[config.mk]
export PLATFORM = sky130hd
export DESIGN_NAME = lsc_ctrl
export DESIGN_NICKNAME = d
export VERILOG_FILES = /design/src/rtl/lsc_pkg.sv /design/src/rtl/lsc_rst_sync.sv /design/src/rtl/lsc_fifo.sv /design/src/rtl/lsc_link_fsm.sv /design/src/rtl/lsc_ctrl.sv
export SDC_FILE = /design/constraint.sdc
export NUM_CORES = 1
export LEC_CHECK = 0
export BUFFER_PORTS_ARGS = -buffer_cell sky130_fd_sc_hd__buf_2
export CAP_MARGIN = 20
export CORE_MARGIN = 4
export CORE_UTILIZATION = 35
export CTS_CLUSTER_SIZE = 40
export DETAILED_ROUTE_END_ITERATION = 16
export MAX_ROUTING_LAYER = met4
export PLACE_DENSITY = 0.54
export SYNTH_ARGS = -nofsm -noshare
export SYNTH_HDL_FRONTEND = slang
export SYNTH_HIERARCHICAL = 1
export SYNTH_SLANG_ARGS = --single-unit
[constraint.sdc]
create_clock -name clk -period 1.8 [get_ports clk]
set_input_delay 0.27 -clock clk [delete_from_list [all_inputs] [get_ports clk]]
set_output_delay 0.27 -clock clk [all_outputs]
set_load 0.01 [all_outputs]
[src/rtl/lsc_pkg.sv]
package lsc_pkg;

    typedef enum logic [1:0] {
        ST_WAIT_REMOTE = 2'd0,
        ST_LINK_UP     = 2'd1,
        ST_TEST        = 2'd2,
        ST_LINK_FAIL   = 2'd3
    } link_state_t;

    localparam int RET_W = 4;

endpackage

[src/rtl/lsc_rst_sync.sv]
module lsc_rst_sync #(
    parameter int STAGES = 2
) (
    input  logic clk,
    input  logic rst_n,
    output logic rst_sync_n
);

    logic [STAGES-1:0] chain;

    always_ff @(posedge clk or negedge rst_n) begin
        if (!rst_n) begin
            chain <= '0;
        end else begin
            chain <= {chain[STAGES-2:0], 1'b1};
        end
    end

    assign rst_sync_n = chain[STAGES-1];

endmodule

[src/rtl/lsc_fifo.sv]
module lsc_fifo #(
    parameter int DW    = 33,
    parameter int DEPTH = 16,
    parameter int SLACK = 2
) (
    input  logic                           clk,
    input  logic                           rst_n,
    input  logic                           flush,
    input  logic                           wr_en,
    input  logic [DW-1:0]                  wr_word,
    input  logic                           rd_en,
    output logic [DW-1:0]                  rd_word,
    output logic                           empty,
    output logic                           almost_full,
    output logic [$clog2(DEPTH+1)-1:0]     fill,
    output logic                           pop,
    output logic                           overflow_err
);

    localparam int AW = $clog2(DEPTH);
    localparam int CW = $clog2(DEPTH + 1);
    localparam logic [CW-1:0] FULL_CNT = CW'(DEPTH);
    localparam logic [CW-1:0] WARN_CNT = CW'(DEPTH - SLACK);
    localparam logic [AW-1:0] LAST_IDX = AW'(DEPTH - 1);

    logic [DW-1:0] mem [DEPTH];
    logic [AW-1:0] wr_ptr;
    logic [AW-1:0] rd_ptr;
    logic          push;
    logic          overflow;

    always_comb begin
        pop      = rd_en && (fill != '0) && !flush;
        push     = wr_en && !flush && ((fill != FULL_CNT) || pop);
        overflow = wr_en && !flush && (fill == FULL_CNT) && !pop;
    end

    always_ff @(posedge clk) begin
        if (push) begin
            mem[wr_ptr] <= wr_word;
        end
    end

    always_ff @(posedge clk or negedge rst_n) begin
        if (!rst_n) begin
            wr_ptr <= '0;
            rd_ptr <= '0;
            fill   <= '0;
        end else if (flush) begin
            wr_ptr <= '0;
            rd_ptr <= '0;
            fill   <= '0;
        end else begin
            if (push) begin
                wr_ptr <= (wr_ptr == LAST_IDX) ? '0 : wr_ptr + 1'b1;
            end
            if (pop) begin
                rd_ptr <= (rd_ptr == LAST_IDX) ? '0 : rd_ptr + 1'b1;
            end
            unique case ({push, pop})
                2'b10:   fill <= fill + 1'b1;
                2'b01:   fill <= fill - 1'b1;
                default: fill <= fill;
            endcase
        end
    end

    always_ff @(posedge clk or negedge rst_n) begin
        if (!rst_n) begin
            overflow_err <= 1'b0;
        end else if (flush) begin
            overflow_err <= 1'b0;
        end else if (overflow) begin
            overflow_err <= 1'b1;
        end
    end

    assign rd_word     = mem[rd_ptr];
    assign empty       = (fill == '0);
    assign almost_full = (fill >= WARN_CNT);

endmodule

[src/rtl/lsc_link_fsm.sv]
module lsc_link_fsm
    import lsc_pkg::*;
(
    input  logic clk,
    input  logic rst_n,
    input  logic remote_ready,
    input  logic remote_reset,
    input  logic fail_in,
    input  logic test_req,
    output logic link_down,
    output logic link_up,
    output logic test_mode,
    output logic link_fail,
    output logic flush
);

    link_state_t state;
    link_state_t state_nxt;

    // State register
    always_ff @(posedge clk or negedge rst_n) begin
        if (!rst_n) begin
            state <= ST_WAIT_REMOTE;
        end else begin
            state <= state_nxt;
        end
    end

    // Transitions
    always_comb begin
        state_nxt = state;
        unique case (state)
            ST_WAIT_REMOTE: begin
                if (remote_ready && !remote_reset) state_nxt = ST_LINK_UP;
            end
            ST_LINK_UP: begin
                if (fail_in)           state_nxt = ST_LINK_FAIL;
                else if (remote_reset) state_nxt = ST_WAIT_REMOTE;
                else if (test_req)     state_nxt = ST_TEST;
            end
            ST_TEST: begin
                if (fail_in)           state_nxt = ST_LINK_FAIL;
                else if (remote_reset) state_nxt = ST_WAIT_REMOTE;
                else if (!test_req)    state_nxt = ST_LINK_UP;
            end
            ST_LINK_FAIL: begin
                state_nxt = ST_LINK_FAIL;
            end
            default: state_nxt = ST_WAIT_REMOTE;
        endcase
    end

    // Outputs
    always_comb begin
        link_down = 1'b1;
        link_up   = 1'b0;
        test_mode = 1'b0;
        link_fail = 1'b0;
        unique case (state)
            ST_WAIT_REMOTE: link_down = 1'b1;
            ST_LINK_UP: begin
                link_down = 1'b0;
                link_up   = 1'b1;
            end
            ST_TEST: begin
                link_down = 1'b0;
                test_mode = 1'b1;
            end
            ST_LINK_FAIL: link_fail = 1'b1;
            default: link_down = 1'b1;
        endcase
        flush = (state == ST_TEST) != (state_nxt == ST_TEST);
    end

endmodule

[src/rtl/lsc_ctrl.sv]
module lsc_ctrl #(
    parameter int DATA_W     = 32,
    parameter int DEPTH      = 16,
    parameter int SLACK      = 2,
    parameter int RET_W      = lsc_pkg::RET_W,
    parameter int RST_STAGES = 2
) (
    input  logic              clk,
    input  logic              rst_n,
    input  logic              wr_en,
    input  logic [DATA_W-1:0] wr_data,
    input  logic              wr_ctrl,
    output logic              almost_full,
    output logic              ovf_err,
    input  logic              test_req,
    output logic              test_mode,
    input  logic              fail_in,
    output logic              link_down,
    output logic [RET_W-1:0]  ret_lines,
    output logic              tx_valid,
    input  logic              tx_ready,
    output logic [DATA_W-1:0] tx_data,
    output logic              tx_ctrl,
    input  logic              remote_ready,
    input  logic              remote_reset,
    input  logic [RET_W-1:0]  ret_in,
    output logic              local_reset_out
);

    localparam int WORD_W = DATA_W + 1;
    localparam int CW     = $clog2(DEPTH + 1);

    logic              rst_sync_n;
    logic              link_up;
    logic              link_fail;
    logic              flush;
    logic              pop;
    logic              fifo_empty;
    logic [CW-1:0]     fill;
    logic [WORD_W-1:0] head_word;

    lsc_rst_sync #(
        .STAGES (RST_STAGES)
    ) u_rst_sync (
        .clk        (clk),
        .rst_n      (rst_n),
        .rst_sync_n (rst_sync_n)
    );

    lsc_link_fsm u_fsm (
        .clk          (clk),
        .rst_n        (rst_sync_n),
        .remote_ready (remote_ready),
        .remote_reset (remote_reset),
        .fail_in      (fail_in),
        .test_req     (test_req),
        .link_down    (link_down),
        .link_up      (link_up),
        .test_mode    (test_mode),
        .link_fail    (link_fail),
        .flush        (flush)
    );

    lsc_fifo #(
        .DW    (WORD_W),
        .DEPTH (DEPTH),
        .SLACK (SLACK)
    ) u_fifo (
        .clk          (clk),
        .rst_n        (rst_sync_n),
        .flush        (flush),
        .wr_en        (wr_en),
        .wr_word      ({wr_ctrl, wr_data}),
        .rd_en        (tx_valid && tx_ready),
        .rd_word      (head_word),
        .empty        (fifo_empty),
        .almost_full  (almost_full),
        .fill         (fill),
        .pop          (pop),
        .overflow_err (ovf_err)
    );

    assign tx_valid        = link_up && !fifo_empty;
    assign tx_data         = head_word[DATA_W-1:0];
    assign tx_ctrl         = head_word[DATA_W];
    assign ret_lines       = link_down ? '0 : ret_in;
    assign local_reset_out = !rst_sync_n;

endmodule

Word level (Yosys, flattened, before mapping)
Memories as Yosys holds them, arrays and structs flattened.
Cells that the tools add are included.
{ "totals": {"out_inout_bits": 43, "memories": 1, "inputBits": 45, "wordCells": 70, "reg_bits": 18, "ram_bits": 528} }
{ "op_classes": {"n_eq_ne": 11, "order_cmp": 1, "reduce_logical": 23, "n_mux": 24, "n_addsub": 4} }
{ "mem_list": {"columns": ["name", "words", "width", "read_ports", "rd_ports_with_merged_regs", "wr", "line", "rtl"], "rows": [
  ["u_fifo.mem", 16, 33, 1, 0, 1, "lsc_fifo.sv:26", "logic [DW-1:0] mem [DEPTH];"]
]} }
{ "ops": {"columns": ["op", "count"], "rows": [
  ["two-way mux 4 bit", 7],
  ["two-way mux 2 bit", 7],
  ["case mux 5 bit (2 select lines)", 1],
  ["logical AND 1 bit", 9],
  ["adder 4 x 1 -> 4 bit, second input constant", 2],
  ["== test 2 bit, second input constant", 4],
  ["== test 4 bit, second input constant", 2],
  ["case mux 2 bit (4 select lines)", 1],
  ["two-way mux 1 bit", 7],
  ["nonzero test 2 bit", 3],
  ["adder 5 x 1 -> 5 bit, second input constant", 1],
  ["== test 5 bit, second input constant", 1],
  [">= comparator 5 x 4 -> 1 bit, second input constant", 1],
  ["logical NOT 1 bit", 5],
  ["logical NOT 5 bit", 1],
  ["two-way mux 5 bit", 1],
  ["!= test 5 bit, second input constant", 1],
  ["nonzero test 5 bit", 1],
  ["subtractor 5 x 1 -> 5 bit, second input constant", 1],
  ["== test 2 x 1 -> 1 bit, second input constant", 2],
  ["nonzero test 3 bit", 1],
  ["logical NOT 2 bit", 1],
  ["OR reduction 2 bit", 1],
  ["logical OR 1 bit", 1],
  ["!= test 1 bit", 1]
]} }

Depth between registers and ports, before layout
Gate-level depths: netlist of the first run.
{ "depth": {"depth_word": 13, "ltp_mapped": 16} }

Cells and area by module
Netlist of the first run, hierarchy kept.
{ "modules_own_cells": {"columns": ["mod", "instances", "seq_area_each_um2", "cells_each", "area_each_um2"], "rows": [
  ["lsc_fifo", 1, 16205.5, 1114, 21231.6],
  ["lsc_link_fsm", 1, 50.0, 24, 215.2],
  ["lsc_rst_sync", 1, 50.0, 3, 53.8],
  ["lsc_ctrl", 1, 0.0, 7, 43.8]
]} }

Worst setup path after synthesis of the first run
Ideal clock, no wire load.
{ "synth_timing": {"path_type": "flip-flop to flip-flop", "start": "register u_fsm.state[0]", "end": "memory u_fifo.mem[3][0] (enable)", "arrival_ns": 4.347, "required_time_ns": 1.336, "setup_slack_ns": -3.011, "setup_time_ns": 0.464, "path_stages_with_launch": 13, "synth_period_minus_slack_ns": 4.811, "cell_sequence": "dfrtp_1 -> inv_1 -> ha_1 -> inv_1 -> maj3_1 -> o21ai_1 -> a21boi_2 -> xnor2_1 -> clkbuf_1 -> inv_1 -> o211a_1 -> nand2_1 -> nor3_1"} }
{ "synth_via": {"elab_chain_cells": 12, "elab_cells_between_ends": 25, "classes_between": "eq/ne (5); mux (11); reduce/logical (9)"} }
{ "synth_rtl": {"columns": ["element", "line", "rtl"], "rows": [
  ["start: declaration", "lsc_link_fsm.sv:17", "link_state_t state;"],
  ["start signal: assignment", "lsc_link_fsm.sv:25", "state <= state_nxt;"],
  ["two-way mux 2 bit (on tied branches)", "lsc_link_fsm.sv:44, lsc_link_fsm.sv:39", null],
  ["two-way mux 2 bit (on tied branches)", "lsc_link_fsm.sv:43, lsc_link_fsm.sv:38", null],
  ["two-way mux 2 bit (on tied branches)", "lsc_link_fsm.sv:42, lsc_link_fsm.sv:37", null],
  ["case mux 2 bit (4 select lines)", "lsc_link_fsm.sv:32", "unique case (state)"],
  ["== test 2 bit", "lsc_link_fsm.sv:72", "flush = (state == ST_TEST) != (state_nxt == ST_TEST);"],
  ["!= test 1 bit (*)", "lsc_link_fsm.sv:72", null],
  ["via flush", "lsc_ctrl.sv:36", "logic flush;"],
  ["logical NOT 1 bit (*)", "lsc_fifo.sv:33, lsc_fifo.sv:34", null],
  ["logical AND 1 bit", "lsc_fifo.sv:33", "pop = rd_en && (fill != '0) && !flush;"],
  ["logical OR 1 bit", "lsc_fifo.sv:34", "push = wr_en && !flush && ((fill != FULL_CNT) || pop);"],
  ["logical AND 1 bit (*)", "lsc_fifo.sv:34", null],
  ["two-way mux 1 bit (*)", "lsc_fifo.sv:39", "if (push) begin"],
  ["two-way mux 1 bit (not written as such) (*)", "lsc_fifo.sv:40", "mem[wr_ptr] <= wr_word;"],
  ["end: declaration", "lsc_fifo.sv:26", null]
]} }
The timed path passes the listed nets; every way through them passes the cells marked *.

Final worst setup path of the first run
{ "layout_timing": {"start": "register u_fsm.state[1]", "end": "memory u_fifo.mem[0][14] (enable)"} }
{ "layout_via": {"elab_cells_between_ends": 25, "classes_between": "eq/ne (5); mux (11); reduce/logical (9)"} }
{ "layout_lines": {"columns": ["element", "line", "rtl"], "rows": [
  ["== test 2 x 1 -> 1 bit", "lsc_link_fsm.sv:59", "unique case (state)"],
  ["two-way mux 1 bit", "lsc_link_fsm.sv:59", null],
  ["via link_up", "lsc_ctrl.sv:34", "logic link_up;"],
  ["logical AND 1 bit", "lsc_ctrl.sv:83", "assign tx_valid = link_up && !fifo_empty;"],
  ["logical AND 1 bit", "lsc_ctrl.sv:74", ".rd_en (tx_valid && tx_ready),"],
  ["logical AND 1 bit (2 in a row)", "lsc_fifo.sv:33", null],
  ["logical OR 1 bit", "lsc_fifo.sv:34", null],
  ["logical AND 1 bit", "lsc_fifo.sv:34", null],
  ["two-way mux 1 bit", "lsc_fifo.sv:39", null],
  ["two-way mux 1 bit (not written as such)", "lsc_fifo.sv:40", null]
]} }
The timed path passes the listed nets, and every way through them passes these cells.

==> results_dict.tcl, run 1 <==
set metrics [dict create \
    wirelength_um 61400 \
    post_drt_wl_per_cell_um 26.1 \
    busiest_layer "met2" \
    design_area_um2 29900 \
    dpl-instance-area_um2 24400 \
    grt_use_met1 0.230 \
    root_buffer "clkbuf_16" \
    ios 88 \
    hold_start "wr_data[1]" \
    tritoncts "built" \
    fin_crit_sh 1.75 \
    drc 0 \
    final_cell_mix "528 x edfxtp_1, 96 x mux2i_1, 92 x buf_4" \
    reg2reg_from "u_fsm/state[1]" \
    grt_pass1_wl_um 81500 \
    setup_tns_ns -695.00 \
    numCtsBuffers 56 \
    intPower_mw 29.7 \
    min_to "u_fifo/mem[15][1]" \
    rsz0062_at_grt "yes" \
    cp.arrival_ns 3.47 \
    antenna_found_initial 1 \
    swShare 0.282 \
    hold_viol_final 0 \
    rrSetupSlack_ns -1.35 \
    core_area_um2 60700 \
    peakVddDrop_v 0.000775 \
    grt_usage 0.170 \
    ctsLongestPathBuffers 3 \
    max_slew_margin 0.609 \
    row_count 90 \
    syn-num-nets 1205 \
    final_common_cell "edfxtp_1" \
    critPathLaunchType "flop" \
    worst-path-max-fanout 5 \
    worstSetupPathType "flop to flop" \
    start_util 0.355 \
    reg2reg_depth 17 \
    outcome "complete, but fails checks" \
    dieArea_um2 65600 \
    grt_max_degree 37 \
    clock_latency_ns 0.61 \
    yosys_warnings 6 \
    syn_avg_cell_area_um2 18.8 \
    via_count 12400 \
    worstReg2RegEnd "u_fifo/mem[0][14]" \
    synth_area_um2 21500 \
    final_util 0.492 \
    worstMarginPinSlew_ns 0.586 \
    clkTransAtPathRegs_ns 0.06 \
    p_per_area_nw_per_um2 1380 \
    stdcell_count 2348 \
    cap_violations 0 \
    nets 1581 \
    dp_hpwl_um 30400 \
    min_path_cells 1 \
    setup_viol 582 \
    synth_cells 1147 \
    fmax_mhz 318 \
    clock_power_share 0.278 \
    drive_gt1_frac 0.453 \
    power_leakage_nw 9.98 \
    crit_start "u_fsm/state[1]" \
    first_pass_iters 5 \
    violations "setup timing" \
    overflow 0 \
    seq_power_share 0.370 \
    post_drt_via_cell_ratio 5.28 \
    min_period_ns 3.15 \
    placed_cells 2074 \
    gp_congestion 0.746 \
    cp.required_ns 2.13 \
    gr-usage-met3 0.0239 \
    drv_slew 0 \
    timing.hold.ws_ns 0.0392 \
    clock_sinks 546 \
    die_y_um 256 \
    htreeDepth 2 \
    chipWidth_um 256 \
    portBuffers 87 \
    pwr-share-comb 0.352 \
    use_met2 0.277 \
    first_iter_violations 877 \
    syn_to_final_growth_pct 38.8 \
    crit_path_end_kind "flop" \
    fin_ws_ns -1.35 \
    hp-class "input port to flop" \
    grt_pass1_vias 12400 \
    fin_skew_ns 0.0218 \
    switchingPower_mw 11.6 \
    ant_nets 0 \
]
[worst max-delay path: stages (launching register included)]
cell and delay, ns:
dfrtp_2 0.44, inv_2 0.09, ha_4 0.15, o21ai_2 0.05, a21o_1 0.16, a221oi_2 0.30, a21boi_2 0.21, xnor2_1 0.10
buf_4 0.17, inv_2 0.06, o211a_4 0.19, buf_12 0.13, buf_12 0.10, nand2_8 0.06, nor3_4 0.23, buf_6 0.19
buf_12 0.13, buf_16 0.12
[power groups by stage]
stage / clock (mW) / combinational [mW] / sequential, mW
finish: 11.5 / 14.6 / 15.3
global route: 12.2 / 15.4 / 15.4
CTS: 11.7 / 11.6 / 15.2
detailed placement: 0 / 9.49 / 15.5
global placement: 0 / 9.44 / 15.5
floorplan: 0 / 5.94 / 15.4
[final cells by class]
class                   instances  area (um2)
diodes                          1        2.50
clock buffers                  69        1470
clock inverters                31         330
fillers                      4891       30800
inverters                      12        50.0
multi-input cells             525        5680
flip-flops and latches        546       16300
well taps                     782         978
repair buffers                382        5060
[layer usage]
layer  wire, um  up-vias
li1           -     5443
met1      26800     6554
met2      30100      317
met3       3270       77
met4       1190        0
met5          0        -
[registers in the layout, summed over array words and instances (netlist names)]
name and flops:
u_fsm/state 2, u_rst_sync/chain 2, u_fifo/mem 528, u_fifo/rd_ptr 4, u_fifo/wr_ptr 4, u_fifo/fill 5
u_fifo/overflow_err 1
[metrics by stage]
step | setup slack [ns] | power (mW)
floorplan | -1.47 | 21.3
global placement | -1.37 | 24.9
detailed placement | -1.48 | 25.0
CTS | -1.29 | 38.6
global route | -1.54 | 43.0
finish | -1.35 | 41.3
[worst max-delay path by stage]
stage / cells past startpoint / slack (ns) / to
after CTS: 15 / -1.29 / u_fifo/fill[4]
final: 17 / -1.35 / u_fifo/mem[0][14]
after global routing: 15 / -1.54 / u_fifo/fill[4]
after floorplan: 12 / -1.47 / u_fifo/mem[3][0]
after detailed placement: 15 / -1.48 / u_fifo/fill[3]
after global placement: 15 / -1.37 / u_fifo/fill[4]
[timing repair]
action                     4_1_cts  5_1_grt
hold buffers                     2        0
cloned                          32       37
resized for setup               94      241
buffers inserted                58       64
hold endpoints to repair         3        0
setup endpoints to repair      582      582
pin swaps                       17       96
No activity file was read; power rests on OpenSTA's default activity.
==> run 2, diff against run 1 <==
ABC_AREA = 1   (was unset)
CTS_CLUSTER_DIAMETER = 200   (was unset)
==> run 2 against run 1 <==
Compared with the run above:
- the run still ends with setup timing left
- hold slack gained 0.061 ns
- total power shrank 37%
- synthesized area grew 1.4%
- register-to-register slack gained 0.28 ns
- wire length grew 6.2%
- via count grew 20%
- largest cell class unchanged
- largest power group unchanged
- highest routed layer unchanged
==> results_dict.tcl, run 2 <==
set metrics [dict create \
    reg.largest.list "u_fifo/mem: 528 flops, u_fifo/fill: 5 flops" \
    seq_area_frac_synth 0.747 \
    post_drt_via_cell_ratio 5.31 \
    fmax_mhz 346 \
    worstSetupPathType "flop to primary output" \
    chipWidth_um 258 \
    hold_viol_final 0 \
    grt_max_degree 50 \
    largest_register_ff_count 528 \
    yosysTopAreaCell "edfxtp_1" \
    fin_skew_ns 0.0218 \
    overflow 0 \
    gp_congestion 0.855 \
    reg2reg_from "u_fsm/state[1]" \
    tritoncts "built" \
    rrSetupSlack_ns -1.07 \
    worst-path-max-fanout 8 \
    swShare 0.265 \
    yosysTopAreaCellShare 0.726 \
    root_buffer "clkbuf_16" \
    cp.required_ns 1.53 \
    syn_to_final_growth_pct 29.2 \
    setup_viol 582 \
    dieArea_um2 66500 \
    rsz0062_at_grt "yes" \
    first_iter_violations 1499 \
    fillers 5557 \
    worstReg2RegEnd "u_fifo/mem[13][3]" \
    synth_commonest_cells "528 x edfxtp_1, 360 x nor2_1, 250 x o21ai_0" \
    grt_pass1_vias 14300 \
    clock_sinks 546 \
    setup_tns_ns -563.24 \
    synth_ff_type "edfxtp_1" \
    reg2reg_depth 18 \
    min_path_cells 5 \
    core_area_um2 61700 \
    numCtsBuffers 17 \
    clock_latency_ns 0.57 \
    first_pass_iters 5 \
    seq_power_share 0.587 \
    drv_slew 0 \
    min_period_ns 2.89 \
    synthTopCellsByArea "edfxtp_1 73%, nor2_1 6.2%, o21ai_0 5.7%" \
    fin_ws_ns -1.09 \
    synth_area_um2 21800 \
    pwr-share-comb 0.205 \
    drc 0 \
    intPower_mw 19.2 \
    synth_cells 1657 \
    synth-seq-cells 546 \
    start_util 0.354 \
    drive_gt1_frac 0.271 \
    peakVddDrop_v 0.000598 \
    post_drt_wl_per_cell_um 23.2 \
    clkTransAtPathRegs_ns 0.13 \
    violations "setup timing" \
    portBuffers 87 \
    worstMarginPinSlew_ns 0.529 \
    yosys_warnings 6 \
    cap_violations 0 \
    cp.arrival_ns 2.62 \
    grt_usage 0.185 \
    outcome "complete, but fails checks" \
    final_common_cell "edfxtp_1" \
    nets 2013 \
    min_to "u_fsm/state[0]" \
    ios 88 \
    ant_nets 0 \
    row_count 91 \
    syn_avg_cell_area_um2 13.2 \
    synthArstFlopShare 0.0330 \
    grt_pass1_wl_um 91600 \
    antenna_found_initial 3 \
    pre_cts_ws_ns -1.00 \
    fin_crit_sh 1.60 \
    p_total_mw 26.2 \
    top_register "u_fifo/mem" \
    power_leakage_nw 9.60 \
    ys_types 30 \
    dp_hpwl_um 38700 \
    synth_most_common_cell "edfxtp_1" \
    crit_path_end_kind "primary output" \
    max_slew_margin 0.646 \
    via_count 14900 \
    synth_enable_flop_cells 528 \
    critPathLaunchType "flop" \
    clock_power_share 0.208 \
    hold_start "remote_ready" \
    ctsLongestPathBuffers 3 \
    syn-num-nets 1715 \
    wirelength_um 65200 \
    p_per_area_nw_per_um2 928 \
    die_y_um 258 \
    final_cell_mix "528 x edfxtp_1, 319 x nor2_1, 178 x o21ai_0" \
    switchingPower_mw 6.95 \
    htreeDepth 1 \
    hp-class "input port to flop" \
]
run 2: power by group through the flow:
stage / logic [mW] / clock network (mW) / registers [mW]
finish: 5.38 / 5.44 / 15.4
global route: 5.72 / 6.04 / 15.4
CTS: 4.75 / 5.58 / 15.4
detailed placement: 4.05 / 0 / 15.6
global placement: 4.00 / 0 / 15.6
floorplan: 1.94 / 0 / 15.6
run 2: area by class of cell:
class	count	area (um2)	share of cell area
tap	837	1050	0.0371
clock buffer	28	467	0.0165
timing repair buffer	385	4700	0.166
inverter	40	171	0.00608
sequential	546	16300	0.578
antenna	1	2.50	0.0000887
multi-input combinational	962	5470	0.194
clock inverter	1	16.3	0.000576
timing repair inverter	3	28.8	0.00102
run 2: worst max-delay path by stage:
| stage | from | end | slack (ns) | depth (start not counted) |
|---|---|---|---|---|
| 4_1_cts | u_fifo/rd_ptr[0] | tx_data[16] | -0.99 | 8 |
| 6_report | u_fifo/rd_ptr[0] | tx_data[30] | -1.09 | 10 |
| 5_1_grt | u_fsm/state[0] | u_fifo/fill[3] | -1.21 | 25 |
| 2_1_floorplan | u_fsm/state[1] | u_fifo/mem[0][0] | -1.01 | 16 |
| 3_3_place_gp | u_fsm/state[0] | u_fifo/fill[3] | -0.92 | 25 |
| 3_5_place_dp | u_fsm/state[1] | u_fifo/fill[4] | -1.00 | 22 |
run 2: logic make-up after synthesis:
kind of cell    count (synthesis)  synth area share
compound gates                488             0.132
fa+ha+maj                      13           0.00779
xor+xnor                        1          0.000401
buf+inv                       149            0.0323
other cells                     1          0.000172
flops                         546             0.747
simple gates                  459            0.0807
run 2: per-layer routing:
layer,wire length (um),track usage
met2,30300,0.282
met4,794,0.0270
met1,28900,0.269
met3,5160,0.0338
met5,0,-
run 2: repair_timing:
action,in CTS,in global routing
pin swaps,67,41
endpoints found under the setup margin,582,583
hold buffers,3,0
gates cloned,17,35
hold endpoints to repair,3,0
setup buffers,38,23
gates resized for setup,201,69
run 2: worst max-delay path: stages (launching register included):
cell and delay, ns:
dfrtp_4 0.64, inv_16 0.14, buf_12 0.12, buf_4 0.13
nor2_1 0.04, nor2_1 0.12, o21ai_0 0.16, o211ai_1 0.20
o211ai_1 0.14, nand2_1 0.18, buf_2 0.16
run 2: metrics by stage:
stage | hold slack, ns | cells | cell area, um2 | utilization
floorplan | -0.0256 | 1657 | 22000 | -
global placement | 0.0567 | 2667 | 25100 | 0.407
detailed placement | 0.0558 | 2667 | 25100 | 0.407
CTS | 0.0732 | 2749 | 27000 | 0.437
global route | 0.104 | 2803 | 28200 | 0.457
finish | 0.0999 | 2803 | 28200 | 0.457
